[config.mk]
export PLATFORM = sky130hd
export DESIGN_NAME = uart_fc_gate
export DESIGN_NICKNAME = d
export VERILOG_FILES = /design/src/rtl/uart_fc_pkg.sv /design/src/rtl/uart_fc_cfg.sv /design/src/rtl/uart_fc_rxfilt.sv /design/src/rtl/uart_fc_txgate.sv /design/src/rtl/uart_fc_watermark.sv /design/src/rtl/uart_fc_gate.sv
export SDC_FILE = /design/constraint.sdc
export NUM_CORES = 1
export LEC_CHECK = 0
export BUFFER_PORTS_ARGS = -buffer_cell sky130_fd_sc_hd__buf_2
export CAP_MARGIN = 40
export CORE_MARGIN = 8
export CORE_UTILIZATION = 45
export DETAILED_ROUTE_END_ITERATION = 8
export GPL_ROUTABILITY_DRIVEN = 0
export HOLD_SLACK_MARGIN = 0.08
export PLACE_DENSITY_LB_ADDON = 0.2
export SYNTH_ARGS = -nofsm -noshare
export SYNTH_HDL_FRONTEND = slang
export SYNTH_HIERARCHICAL = 1
export SYNTH_SLANG_ARGS = --single-unit
[constraint.sdc]
create_clock -name clk -period 2.6 [get_ports clk]
set_input_delay 0.52 -clock clk [delete_from_list [all_inputs] [get_ports clk]]
set_output_delay 0.52 -clock clk [all_outputs]
set_load 0.005 [all_outputs]
[src/rtl/uart_fc_pkg.sv]
package uart_fc_pkg;

    typedef enum logic [2:0] {
        FC_NONE    = 3'b000,
        FC_HW      = 3'b001,
        FC_SW      = 3'b010,
        FC_MD_RX   = 3'b011,
        FC_MD_RXTX = 3'b100
    } fc_mode_e;

    // Reserved codes fold onto the pass-through policy.
    function automatic fc_mode_e fc_decode(input logic [2:0] raw);
        fc_mode_e m;
        case (raw)
            3'b001:  m = FC_HW;
            3'b010:  m = FC_SW;
            3'b011:  m = FC_MD_RX;
            3'b100:  m = FC_MD_RXTX;
            default: m = FC_NONE;
        endcase
        return m;
    endfunction

    function automatic logic fc_is_md(input fc_mode_e m);
        return (m == FC_MD_RX) || (m == FC_MD_RXTX);
    endfunction

endpackage

[src/rtl/uart_fc_cfg.sv]
module uart_fc_cfg
    import uart_fc_pkg::*;
(
    input  logic       clk,
    input  logic       rst_n,
    input  logic       rx_en,
    input  logic       tx_en,
    input  logic [2:0] mode_raw,
    input  logic       half_duplex,
    output fc_mode_e   mode_o,
    output logic       hd_o
);

    typedef struct packed {
        fc_mode_e mode;
        logic     hd;
    } cfg_s;

    cfg_s cfg_d, cfg_q;

    always_comb begin
        cfg_d = cfg_q;
        if (!rx_en && !tx_en) begin
            cfg_d.mode = fc_decode(mode_raw);
            cfg_d.hd   = half_duplex;
        end
    end

    always_ff @(posedge clk or negedge rst_n) begin
        if (!rst_n) begin
            cfg_q <= '{mode: FC_NONE, hd: 1'b0};
        end else begin
            cfg_q <= cfg_d;
        end
    end

    assign mode_o = cfg_q.mode;
    assign hd_o   = cfg_q.hd;

    AST_MODE_HOLD: assert property (@(posedge clk) disable iff (!rst_n)
        (rx_en || tx_en) |=> ($stable(mode_o) && $stable(hd_o)));

endmodule

[src/rtl/uart_fc_rxfilt.sv]
module uart_fc_rxfilt
    import uart_fc_pkg::*;
#(
    parameter int CHAR_W = 9
) (
    input  logic              clk,
    input  logic              rst_n,
    input  logic              rx_en,
    input  logic              tx_en,
    input  fc_mode_e          mode,
    input  logic              hd,
    input  logic              tx_busy,
    input  logic [CHAR_W-1:0] rx_char,
    input  logic              rx_valid,
    input  logic [CHAR_W-2:0] ctl_char,
    input  logic [CHAR_W-2:0] xoff_char,
    output logic              accept_o,
    output logic [CHAR_W-1:0] data_o,
    output logic              match_o,
    output logic              match_nx,
    output logic              stop_nx
);

    localparam int ADDR_BIT = CHAR_W - 1;

    typedef struct packed {
        logic              accept;
        logic [CHAR_W-1:0] data;
        logic              match;
        logic              stop;
    } rx_s;

    rx_s rx_d, rx_q;

    logic is_md, is_sw, blanked, is_addr, is_xoff, is_xon;

    always_comb begin
        is_md   = fc_is_md(mode);
        is_sw   = (mode == FC_SW);
        blanked = hd && tx_busy;
        is_addr = rx_char[ADDR_BIT];
        is_xoff = (rx_char == {1'b0, xoff_char});
        is_xon  = (rx_char == {1'b0, ctl_char});

        rx_d        = rx_q;
        rx_d.accept = 1'b0;

        if (!rx_en) begin
            rx_d.match = 1'b0;
        end else if (rx_valid && !blanked) begin
            if (is_md && is_addr) begin
                rx_d.match = (rx_char[ADDR_BIT-1:0] == ctl_char);
            end else if (is_sw && is_xoff) begin
                rx_d.stop = 1'b1;
            end else if (is_sw && is_xon) begin
                rx_d.stop = 1'b0;
            end else if (!is_md || rx_q.match) begin
                rx_d.accept = 1'b1;
                rx_d.data   = rx_char;
            end
        end

        if (!tx_en || !is_sw) begin
            rx_d.stop = 1'b0;
        end
    end

    always_ff @(posedge clk or negedge rst_n) begin
        if (!rst_n) begin
            rx_q <= '0;
        end else begin
            rx_q <= rx_d;
        end
    end

    assign accept_o = rx_q.accept;
    assign data_o   = rx_q.data;
    assign match_o  = rx_q.match;
    assign match_nx = rx_d.match;
    assign stop_nx  = rx_d.stop;

    AST_RX_OFF: assert property (@(posedge clk) disable iff (!rst_n)
        !rx_en |=> !accept_o);
    AST_HD_BLANK: assert property (@(posedge clk) disable iff (!rst_n)
        (rx_valid && hd && tx_busy) |=> !accept_o);
    AST_ADDR_NOFWD: assert property (@(posedge clk) disable iff (!rst_n)
        (rx_valid && fc_is_md(mode) && rx_char[ADDR_BIT]) |=> !accept_o);
    AST_MD_DROP: assert property (@(posedge clk) disable iff (!rst_n)
        (rx_valid && fc_is_md(mode) && !match_o) |=> !accept_o);
    AST_SW_NOFWD: assert property (@(posedge clk) disable iff (!rst_n)
        (rx_valid && mode == FC_SW && rx_char == {1'b0, xoff_char}) |=> !accept_o);
    AST_MATCH_CLR: assert property (@(posedge clk) disable iff (!rst_n)
        !rx_en |=> !match_o);

endmodule

[src/rtl/uart_fc_txgate.sv]
module uart_fc_txgate
    import uart_fc_pkg::*;
(
    input  logic     clk,
    input  logic     rst_n,
    input  logic     tx_en,
    input  fc_mode_e mode,
    input  logic     cts_n,
    input  logic     match_nx,
    input  logic     stop_nx,
    input  logic     match_q,
    output logic     permit_o
);

    typedef struct packed {
        logic permit;
    } tx_s;

    tx_s tx_d, tx_q;

    always_comb begin
        tx_d = tx_q;
        if (!tx_en) begin
            tx_d.permit = 1'b0;
        end else begin
            case (mode)
                FC_HW:      tx_d.permit = !cts_n;
                FC_SW:      tx_d.permit = !stop_nx;
                FC_MD_RXTX: tx_d.permit = match_nx;
                default:    tx_d.permit = 1'b1;
            endcase
        end
    end

    always_ff @(posedge clk or negedge rst_n) begin
        if (!rst_n) begin
            tx_q <= '0;
        end else begin
            tx_q <= tx_d;
        end
    end

    assign permit_o = tx_q.permit;

    AST_TX_OFF: assert property (@(posedge clk) disable iff (!rst_n)
        !tx_en |=> !permit_o);
    AST_CTS_BLOCK: assert property (@(posedge clk) disable iff (!rst_n)
        (mode == FC_HW && cts_n) |=> !permit_o);
    AST_MD_TX_GATE: assert property (@(posedge clk) disable iff (!rst_n)
        (permit_o && mode == FC_MD_RXTX) |-> match_q);

endmodule

[src/rtl/uart_fc_watermark.sv]
module uart_fc_watermark
    import uart_fc_pkg::*;
#(
    parameter int FILL_W = 8,
    parameter int HI_THR = 48,
    parameter int LO_THR = 16
) (
    input  logic              clk,
    input  logic              rst_n,
    input  logic              rx_en,
    input  fc_mode_e          mode,
    input  logic [FILL_W-1:0] fill,
    output logic              rts_n_o,
    output logic              xon_o,
    output logic              xoff_o
);

    localparam logic [FILL_W-1:0] HI_V = FILL_W'(HI_THR);
    localparam logic [FILL_W-1:0] LO_V = FILL_W'(LO_THR);

    typedef struct packed {
        logic above;
        logic rts_n;
        logic xon;
        logic xoff;
    } wm_s;

    wm_s wm_d, wm_q;
    logic active, is_sw;

    always_comb begin
        is_sw  = (mode == FC_SW);
        active = rx_en && ((mode == FC_HW) || is_sw);
        wm_d   = wm_q;

        if (!active) begin
            wm_d.above = 1'b0;
        end else if (!wm_q.above && fill >= HI_V) begin
            wm_d.above = 1'b1;
        end else if (wm_q.above && fill < LO_V) begin
            wm_d.above = 1'b0;
        end

        wm_d.rts_n = (mode == FC_HW) && wm_d.above;
        wm_d.xoff  = is_sw && active && !wm_q.above && wm_d.above;
        wm_d.xon   = is_sw && active && wm_q.above && !wm_d.above;
    end

    always_ff @(posedge clk or negedge rst_n) begin
        if (!rst_n) begin
            wm_q <= '0;
        end else begin
            wm_q <= wm_d;
        end
    end

    assign rts_n_o = wm_q.rts_n;
    assign xon_o   = wm_q.xon;
    assign xoff_o  = wm_q.xoff;

    initial begin
        AST_THR_ORDER: assert (HI_THR > LO_THR);
    end

    AST_RTS_HIGH: assert property (@(posedge clk) disable iff (!rst_n)
        (rx_en && mode == FC_HW && fill >= HI_V) |=> rts_n_o);
    AST_RTS_MODE: assert property (@(posedge clk) disable iff (!rst_n)
        (mode != FC_HW) |=> !rts_n_o);
    AST_REQ_EXCL: assert property (@(posedge clk) disable iff (!rst_n)
        !(xon_o && xoff_o));
    AST_XOFF_PULSE: assert property (@(posedge clk) disable iff (!rst_n)
        xoff_o |=> !xoff_o);

endmodule

[src/rtl/uart_fc_gate.sv]
module uart_fc_gate
    import uart_fc_pkg::*;
#(
    parameter int CHAR_W = 9,
    parameter int FILL_W = 8,
    parameter int HI_THR = 48,
    parameter int LO_THR = 16
) (
    input  logic              clk,
    input  logic              rst_n,
    input  logic              cfg_rx_en,
    input  logic              cfg_tx_en,
    input  logic [2:0]        cfg_mode,
    input  logic              cfg_half_duplex,
    input  logic [CHAR_W-2:0] cfg_ctl_char,
    input  logic [CHAR_W-2:0] cfg_xoff_char,
    input  logic [CHAR_W-1:0] rx_char,
    input  logic              rx_valid,
    input  logic              tx_busy,
    input  logic              cts_n,
    input  logic [FILL_W-1:0] rx_fill,
    output logic              rx_accept,
    output logic [CHAR_W-1:0] rx_data,
    output logic              tx_permit,
    output logic              rts_n,
    output logic              send_xon,
    output logic              send_xoff
);

    fc_mode_e mode_w;
    logic     hd_w;
    logic     match_w, match_nx_w, stop_nx_w;

    uart_fc_cfg u_cfg (
        .clk         (clk),
        .rst_n       (rst_n),
        .rx_en       (cfg_rx_en),
        .tx_en       (cfg_tx_en),
        .mode_raw    (cfg_mode),
        .half_duplex (cfg_half_duplex),
        .mode_o      (mode_w),
        .hd_o        (hd_w)
    );

    uart_fc_rxfilt #(.CHAR_W(CHAR_W)) u_rx (
        .clk       (clk),
        .rst_n     (rst_n),
        .rx_en     (cfg_rx_en),
        .tx_en     (cfg_tx_en),
        .mode      (mode_w),
        .hd        (hd_w),
        .tx_busy   (tx_busy),
        .rx_char   (rx_char),
        .rx_valid  (rx_valid),
        .ctl_char  (cfg_ctl_char),
        .xoff_char (cfg_xoff_char),
        .accept_o  (rx_accept),
        .data_o    (rx_data),
        .match_o   (match_w),
        .match_nx  (match_nx_w),
        .stop_nx   (stop_nx_w)
    );

    uart_fc_txgate u_tx (
        .clk      (clk),
        .rst_n    (rst_n),
        .tx_en    (cfg_tx_en),
        .mode     (mode_w),
        .cts_n    (cts_n),
        .match_nx (match_nx_w),
        .stop_nx  (stop_nx_w),
        .match_q  (match_w),
        .permit_o (tx_permit)
    );

    uart_fc_watermark #(
        .FILL_W (FILL_W),
        .HI_THR (HI_THR),
        .LO_THR (LO_THR)
    ) u_wm (
        .clk     (clk),
        .rst_n   (rst_n),
        .rx_en   (cfg_rx_en),
        .mode    (mode_w),
        .fill    (rx_fill),
        .rts_n_o (rts_n),
        .xon_o   (send_xon),
        .xoff_o  (send_xoff)
    );

    AST_MD_RX_TX_FREE: assert property (@(posedge clk) disable iff (!rst_n)
        (cfg_tx_en && mode_w == FC_MD_RX) |=> tx_permit);

endmodule

Word level (Yosys, flattened, before mapping)
Cells that the tools add are included.

Add/subtract/negate cells: 0. $mul: 0. Div/mod/pow operators: 0. $lt $le $gt $ge: 2. Equality and inequality tests: 11. Shift-type cells: 0. Mux-type cells: 19. Bitwise gates (word level): 3. Reductions and logical operators: 29.

Operators with widths (number): 10-bit two-way mux (5); 9-bit by 8-bit == test with 1-bit output (2); 1-bit logical AND (15); 3-bit by 2-bit == test with 1-bit output, second input constant (4); 12-bit two-way mux (1); 3-bit one-hot mux with 4 select lines (1); 1-bit two-way mux (11); 1-bit logical NOT (9); 8-bit == test (1); 8-bit by 6-bit >= comparator with 1-bit output, second input constant (1); 8-bit by 5-bit less-than comparator with 1-bit output, second input constant (1); 3-bit by 1-bit == test with 1-bit output, second input constant (2); 3-bit == test, second input constant (2); 6-bit AND reduction (1); 1-bit logical OR (4); 1-bit NOT (3); 1-bit one-hot mux with 3 select lines (1).

Register bits: 21. Latch bits: 0. Bits in writable memories: 0. Bits in read-only memories: 0. Output and inout bits: 14. Word-level logic and storage cells: 75. Memories kept: 0.

Depth between registers and ports, before layout
Gate-level depths: netlist of run 1.

Word-level depth: 14. Depth in mapped cells: 7.

Modules after synthesis
The synthesis of run 1 kept the hierarchy.

Modules (own cells, without submodules): uart_fc_rxfilt (instances 1, cells an instance 71, area each 789.5 µm²); uart_fc_watermark (instances 1, cells an instance 15, area each 195.2 µm²); uart_fc_cfg (instances 1, cells an instance 14, area each 173.9 µm²); uart_fc_txgate (instances 1, cells an instance 5, area each 67.6 µm²).

Worst setup path before layout of run 1
Ideal clock, no wire load.

Path type: input -> register. Start point: in cfg_ctl_char[3]. End point: reg u_tx.tx_q, in the netlist u_tx/permit_o. Library setup time: 0.105 ns. Arrival: 1.909 ns. Required time: 2.495 ns. Path slack: 0.586 ns. Stages on the path: 7. Path through: xor2_1 -> nor4_1 -> nand4_1 -> o2111ai_1 -> o21ai_0 -> and4bb_1 -> nor4b_1.

Word-level cells in the longest chain between the ends: 11. Elaborated cells between the ends (all ways): 14. Those cells by class: eq/ne (2); mux (10); reduce/logical (2).

Ends and longest elaborated chain: start: declaration (line uart_fc_gate.sv:15) `input logic [CHAR_W-2:0] cfg_ctl_char,`; 9-bit by 8-bit == test with 1-bit output (line uart_fc_rxfilt.sv:43) `is_xon = (rx_char == {1'b0, ctl_char});`; 1-bit logical AND (line uart_fc_rxfilt.sv:55) `end else if (is_sw && is_xon) begin`; 1-bit two-way mux (line uart_fc_rxfilt.sv:55); 1-bit two-way mux (line uart_fc_rxfilt.sv:53) `end else if (is_sw && is_xoff) begin`; 1-bit two-way mux (line uart_fc_rxfilt.sv:51) `if (is_md && is_addr) begin`; 12-bit two-way mux (line uart_fc_rxfilt.sv:50) `end else if (rx_valid && !blanked) begin`; 1-bit two-way mux (line uart_fc_rxfilt.sv:48) `if (!rx_en) begin`; 1-bit two-way mux (line uart_fc_rxfilt.sv:63) `if (!tx_en || !is_sw) begin`; via stop_nx_w (line uart_fc_gate.sv:32) `logic match_w, match_nx_w, stop_nx_w;`; 1-bit logical NOT (line uart_fc_txgate.sv:28) `FC_SW: tx_d.permit = !stop_nx;`; 1-bit one-hot mux with 3 select lines (line uart_fc_txgate.sv:26) `case (mode)`; 1-bit two-way mux (line uart_fc_txgate.sv:23) `if (!tx_en) begin`; via u_tx.tx_d (line uart_fc_txgate.sv:19) `tx_s tx_d, tx_q;`; end signal: assignment (line uart_fc_txgate.sv:39) `tx_q <= tx_d;`; end: declaration (line uart_fc_txgate.sv:19).

The timed path passes the listed nets, and every way through them passes these cells. A chain may end at the register's enable or synchronous reset.

Worst setup path after layout of run 1
Start point: in rx_char[3]. End point: reg u_tx.tx_q, in the netlist u_tx/permit_o.

Word-level cells in the longest chain between the ends: 11. Elaborated cells between the ends (all ways): 16. Those cells by class: eq/ne (3); mux (10); reduce/logical (3).

Ends and longest elaborated chain: start: declaration (line uart_fc_gate.sv:17) `input logic [CHAR_W-1:0] rx_char,`; 9-bit by 8-bit == test with 1-bit output (line uart_fc_rxfilt.sv:43); 1-bit logical AND (line uart_fc_rxfilt.sv:55); 1-bit two-way mux (line uart_fc_rxfilt.sv:55); 1-bit two-way mux (*) (line uart_fc_rxfilt.sv:53); 1-bit two-way mux (*) (line uart_fc_rxfilt.sv:51); 12-bit two-way mux (*) (line uart_fc_rxfilt.sv:50); 1-bit two-way mux (*) (line uart_fc_rxfilt.sv:48); 1-bit two-way mux (*) (line uart_fc_rxfilt.sv:63); via stop_nx_w (line uart_fc_gate.sv:32); 1-bit logical NOT (*) (line uart_fc_txgate.sv:28); 1-bit one-hot mux with 3 select lines (*) (line uart_fc_txgate.sv:26); 1-bit two-way mux (*) (line uart_fc_txgate.sv:23); via u_tx.tx_d (line uart_fc_txgate.sv:19).

The timed path passes the listed nets; every way through them passes the cells marked *.

==> results.json, run 1 <==
{
  "r2r_slack_ns": 0.50,
  "cts_buffers": 3,
  "global_route.overflow_total": 0,
  "internal-power_mw": 0.544,
  "post_cts_buffers": 0,
  "n_antenna_cell": 0,
  "end_kind": "register",
  "crit_family": "simple AND/OR/NAND/NOR gates",
  "placed_area_um2": 1460,
  "synth_top_area_share_pct": 42.9,
  "dr.pass1.iters": 4,
  "powerDensity_nw_per_um2": 508,
  "multi_input_area_um2": 622,
  "floorplan.rows": 19,
  "hold_path_class": "input port to asynchronous set/reset pin",
  "cts_hold_buffers": 0,
  "fin_crit_ns": 2.15,
  "synth-seq-cells": 21,
  "cts-htree-levels": 1,
  "maxCapViolations": 0,
  "post-route-period-util_pct": 82.6,
  "reg2reg_to": "u_rx/data_o[2]$_DFFE_PN0P_",
  "nNetsFinal": 198,
  "synth_cell_types": 37,
  "max_stage_delay_ns": 0.42,
  "critPathSlowestCell": "nor4_1",
  "setup_viol": 0,
  "path_cells": "buf_2 -> xor2_1 -> nor4_1 -> nand4_1 -> o2111ai_1 -> o21ai_0 -> and4bb_1 -> nor4b_1",
  "drv_slew": 0,
  "critPathMaxFanout": 3,
  "routedWlPerCell_um": 15.1,
  "core-area_um2": 2660,
  "syn2layout_area_growth_pct": 21.4,
  "drt_iter0_drc": 17,
  "layout-drive-gt1-share_pct": 47.1,
  "reg2reg_from": "u_cfg/mode_o[2]$_DFFE_PN0P_",
  "cp-startpoint": "rx_char[3]",
  "chipWidth_um": 68.2,
  "num_io_pins": 58,
  "cp.buffers_inverters": 1,
  "grt_usage_pct": 12.3,
  "synth_area_um2": 1230,
  "tns_ns": 0,
  "port_buffers": 53,
  "holdWs_ns": 0.154,
  "clock_latency_ns": 0.29,
  "cts_root_buffer": "clkbuf_4",
  "crit_required_ns": 2.79,
  "die_h_um": 68.2,
  "cts.sinks": 21,
  "fin_ws_ns": 0.451,
  "antenna_found_initial": 0,
  "syn_avg_cell_area_um2": 11.7,
  "syn_nets": 149,
  "rr_worst_depth": 5,
  "criticalPathCategory": "input port to register",
  "grt_pass1_vias": 1035,
  "cts_resized": 0,
  "peakVddDrop_uv": 321,
  "cts_tree": "done",
  "post-dp-hpwl_um": 2250,
  "detail-route-antenna-nets": 0,
  "final_util_pct": 55.9,
  "path_clk_slew_ns": 0.11,
  "pre_cts_slack_ns": 0.176,
  "seq_area_um2": 526,
  "status": "complete, no violations",
  "p_comb_share_pct": 26.5,
  "synth_warnings": 6,
  "start_kind": "input port",
  "drc": 0,
  "p_sw_share_pct": 28.1,
  "clockBufferDepth": 2,
  "clkPwrFrac_pct": 20.2,
  "grt_pass1_wl_um": 4490,
  "dieArea_um2": 4650,
  "grt_max_degree": 22,
  "syn-instance-count": 105,
  "seqPwrFrac_pct": 53.4,
  "stdcell_area_um2": 1490,
  "fmax_mhz": 465,
  "cp.arrival_ns": 2.34,
  "nFillCells": 237,
  "vias": 975,
  "hold_violations": 0,
  "ys_top_cells_by_area": "dfrtp_1, xor2_1, mux2_2",
  "leakagePower_nw": 0.745,
  "skew_ns": 0.00114,
  "p_sw_mw": 0.212,
  "max_slew_margin_pct": 69.9,
  "yosys.area.top_type": "dfrtp_1",
  "drt-total-wl_um": 2780,
  "rsz0062_at_grt": "false",
  "tightest_slew_ns": 0.452,
  "detail_route.vias_per_cell": 5.30,
  "start_util_pct": 46.1,
  "seq_area_frac_synth_pct": 42.9
}
==> worst reg2reg max path, cell delays in order, from the launching register on <==
cell and delay, ns:
dfrtp_1 0.50, nor4b_4 0.34, nand3_1 0.11, or4_4 0.51, nand3_4 0.18, mux2_2 0.36
==> worst max-delay path by stage <==
| stage | endpoint | slack, ns | cells past startpoint |
|---|---|---|---|
| final | u_tx/permit_o$_DFF_PN0_ | 0.45 | 8 |
| after global routing | u_tx/permit_o$_DFF_PN0_ | 0.38 | 8 |
| after CTS | u_tx/permit_o$_DFF_PN0_ | 0.48 | 8 |
| after detailed placement | u_tx/permit_o$_DFF_PN0_ | 0.18 | 8 |
| after global placement | u_tx/permit_o$_DFF_PN0_ | 0.19 | 8 |
| after floorplan | u_tx/permit_o$_DFF_PN0_ | 0.59 | 7 |
==> layout by cell type, fill, tap and decap left out, types with 2 or more instances in the layout <==
cell type and instances:
inv_1 3, xor2_1 11, nor2b_1 3, mux2_2 8, buf_2 53, nor2_1 3
xnor2_1 6, nand4_1 3, and4bb_1 2, nor3b_1 2, o41ai_1 2, nand3_1 2
o311a_1 3, nor4b_1 2, o21ai_0 3, nand2_1 2, clkbuf_4 3, dfrtp_1 21
==> power groups by stage <==
stage	Sequential [mW]	Clock (mW)	Combinational (mW)
2_1_floorplan	0.403	0	0.145
3_3_place_gp	0.407	0	0.197
3_5_place_dp	0.410	0	0.202
4_1_cts	0.403	0.160	0.204
5_1_grt	0.410	0.178	0.219
6_report	0.403	0.152	0.200
==> cell usage after synthesis, drive strengths merged <==
library cell  number
dfrtp             21
xor2              11
buf                9
mux2               9
xnor2              6
nor2               4
inv                3
nand3              3
nand4              3
nor2b              3
nor4b              3
o21ai              3
o311a              3
and4bb             2
nand2              2
nor3b              2
o41ai              2
a21boi             1
a21oi              1
a22o               1
a41o               1
and3               1
and3b              1
and4b              1
maj3               1
mux2i              1
nand2b             1
nor4               1
o2111ai            1
o21a               1
o22ai              1
or2b               1
or4                1
==> sequential cells by signal (all words and copies together) (netlist names) <==
signal and flops:
u_rx/match_o 1, u_wm/wm_q 1, u_wm/xon_o 1, u_rx/accept_o 1, u_tx/permit_o 1, u_rx/data_o 9, u_wm/rts_n_o 1, u_cfg/hd_o 1
u_cfg/mode_o 3, u_rx/rx_q 1, u_wm/xoff_o 1
==> final cells by class <==
class	count	area share [%]
Clock buffer	4	1.76
Inverter	3	0.756
Multi-Input combinational cell	72	41.8
Sequential cell	21	35.3
Tap cell	31	2.61
Timing Repair Buffer	53	17.8
==> through the flow <==
step	std cells	power, mW
floorplan	105	0.549
global placement	180	0.604
detailed placement	180	0.612
CTS	184	0.766
global route	184	0.807
finish	184	0.756
==> per-layer routing <==
metal	part of all wire, %	track usage (%)	wire, um	vias to the layer above
li1	-	-	-	474
met1	39	14.1	1080	469
met2	55	22.2	1520	30
met3	6.1	2.45	169	2
met4	0.58	3.84	16	0
met5	0	0	0	-
==> cells by family after synthesis <==
logic type      after synthesis  synth area share, %
simple gates                 29                 18.8
fa+ha+maj                     1                0.918
flops                        21                 42.9
mux                          10                 9.39
xor+xnor                     17                 12.1
buf+inv                      12                 6.43
compound gates               15                 9.49
(Power assumes the default switching activity.)
==> run 2: changes to the inputs <==
Clock period 2.6 ns to 2.24 ns, I/O delays scaled along.
==> run 2 against run 1 <==
  * Via count fell by 0.31%
  * Setup slack got worse by 0.20 ns
  * Power rose by 19%
  * Utilization rose by 2.3 points
  * Register-to-register slack lost 0.25 ns
  * Clock power is 24% higher
  * Global-route usage rose by 0.66 points
  * Cell area rose by 4.1%
  * Flip-flop and latch count did not move
  * Sequential power increased by 13%
  * Routed wire length is 2.4% higher
  * Final cell count is 4.3% higher
  * Critical endpoint is now u_rx/data_o[2]$_DFFE_PN0P_
  * Largest cell class unchanged
  * Largest power group unchanged
==> results.json, run 2 (synthesized netlist as in run 1, its figures left out) <==
{
  "peakVddDrop_uv": 346,
  "cts_resized": 0,
  "global_route.overflow_total": 0,
  "max_slew_margin_pct": 68.9,
  "fmax_mhz": 503,
  "clkPwrFrac_pct": 20.9,
  "nNetsFinal": 206,
  "layout_commonest_cell": "buf_2",
  "grt_pass1_vias": 1082,
  "cp.arrival_ns": 2.18,
  "routedWlPerCell_um": 14.8,
  "syn2layout_area_growth_pct": 26.4,
  "fin_crit_ns": 1.99,
  "seqPwrFrac_pct": 50.9,
  "drt_iter0_drc": 30,
  "drv_slew": 0,
  "clock_latency_ns": 0.31,
  "p_comb_share_pct": 28.3,
  "largest_reg_flops": 9,
  "crit_required_ns": 2.44,
  "status": "complete, no violations",
  "rsz0062_at_grt": "false",
  "hold_violations": 0,
  "post-route-period-util_pct": 88.7,
  "criticalPathCategory": "register to register",
  "critPathMaxFanout": 10,
  "chipWidth_um": 68.2,
  "tns_ns": 0,
  "r2r_slack_ns": 0.25,
  "internal-power_mw": 0.639,
  "setup_viol": 0,
  "path_cells": "nor4b_4 -> nand3_1 -> or4_4 -> nand3_4 -> mux2_2",
  "reg2reg_from": "u_cfg/mode_o[2]$_DFFE_PN0P_",
  "core-area_um2": 2660,
  "dr.pass1.iters": 4,
  "die_h_um": 68.2,
  "max_stage_delay_ns": 0.51,
  "post_cts_buffers": 0,
  "final_util_pct": 58.2,
  "detail_route.vias_per_cell": 5.06,
  "cts.sinks": 21,
  "grt_max_degree": 22,
  "cts-htree-levels": 1,
  "path_clk_slew_ns": 0.13,
  "n_antenna_cell": 0,
  "detail-route-antenna-nets": 0,
  "p_sw_mw": 0.260,
  "reg2reg_to": "u_rx/data_o[2]$_DFFE_PN0P_",
  "hold_path_class": "input port to asynchronous set/reset pin",
  "cts_tree": "done",
  "start_kind": "register",
  "cts_buffers": 3,
  "grt_pass1_wl_um": 4700,
  "floorplan.rows": 19,
  "vias": 972,
  "antenna_found_initial": 0,
  "num_io_pins": 58,
  "layout-drive-gt1-share_pct": 50.3,
  "final_cell_mix": "buf_2, dfrtp_1, xor2_1",
  "clockBufferDepth": 2,
  "end_kind": "register",
  "cts_root_buffer": "clkbuf_4",
  "start_util_pct": 46.1,
  "leakagePower_nw": 0.788,
  "tightest_slew_ns": 0.467,
  "dieArea_um2": 4650,
  "stdcell_area_um2": 1550,
  "drc": 0,
  "placed_area_um2": 1520,
  "post-dp-hpwl_um": 2290,
  "cts_hold_buffers": 0,
  "port_buffers": 53,
  "drt-total-wl_um": 2850,
  "rr_worst_depth": 5,
  "skew_ns": 0.00911,
  "grt_usage_pct": 12.9,
  "critPathSlowestCell": "or4_4",
  "maxCapViolations": 0,
  "p_sw_share_pct": 28.9,
  "powerDensity_nw_per_um2": 580
}
[run 2: how the worst max path moves through the flow]
stage / startpoint / depth (start not counted) / to / slack [ns]
after CTS: u_cfg/mode_o[2]$_DFFE_PN0P_ / 5 / u_rx/data_o[2]$_DFFE_PN0P_ / 0.24
final: u_cfg/mode_o[2]$_DFFE_PN0P_ / 5 / u_rx/data_o[2]$_DFFE_PN0P_ / 0.25
after floorplan: cfg_ctl_char[3] / 7 / u_tx/permit_o$_DFF_PN0_ / 0.30
after detailed placement: cfg_ctl_char[3] / 9 / u_tx/permit_o$_DFF_PN0_ / 0.04
after global routing: u_cfg/mode_o[2]$_DFFE_PN0P_ / 6 / u_tx/permit_o$_DFF_PN0_ / 0.16
after global placement: cfg_ctl_char[3] / 9 / u_tx/permit_o$_DFF_PN0_ / 0.002
[run 2: layout make-up]
class / count / area [um2]
Clock inverter: 1 / 5.00
Timing Repair Buffer: 61 / 325
Fill cell: 240 / 1110
Inverter: 3 / 11.3
Sequential cell: 21 / 526
Multi-Input combinational cell: 72 / 622
Clock buffer: 3 / 22.5
Tap cell: 31 / 38.8
[run 2: worst max-delay path, delay by kind of cell, from the launching register on]
| family | cells | cell delay (ns) |
|---|---|---|
| and+or+nand+nor | 4 | 1.10 |
| DFF | 1 | 0.43 |
| muxes | 1 | 0.36 |
[run 2: power groups by stage]
stage	logic, mW	registers [mW]	clock network (mW)
2_1_floorplan	0.169	0.468	0
3_3_place_gp	0.253	0.462	0
3_5_place_dp	0.258	0.466	0
4_1_cts	0.259	0.458	0.192
5_1_grt	0.282	0.464	0.212
6_report	0.254	0.457	0.188
[run 2: routing by layer]
metal,share of wire [%],up-vias,global-route usage [%]
li1,-,491,-
met1,41,455,15.1
met2,52,26,23.7
met3,6.4,0,2.45
met4,0,0,3.07
met5,0,-,0
[run 2: metrics by stage]
stage	hold slack, ns	total power [mW]	cells	worst slack [ns]
6_report	0.0718	0.899	192	0.253
5_1_grt	0.101	0.958	192	0.161
4_1_cts	0.0893	0.910	192	0.241
3_5_place_dp	0.436	0.724	188	0.0390
3_3_place_gp	0.430	0.715	188	0.00160
2_1_floorplan	0.152	0.637	105	0.298
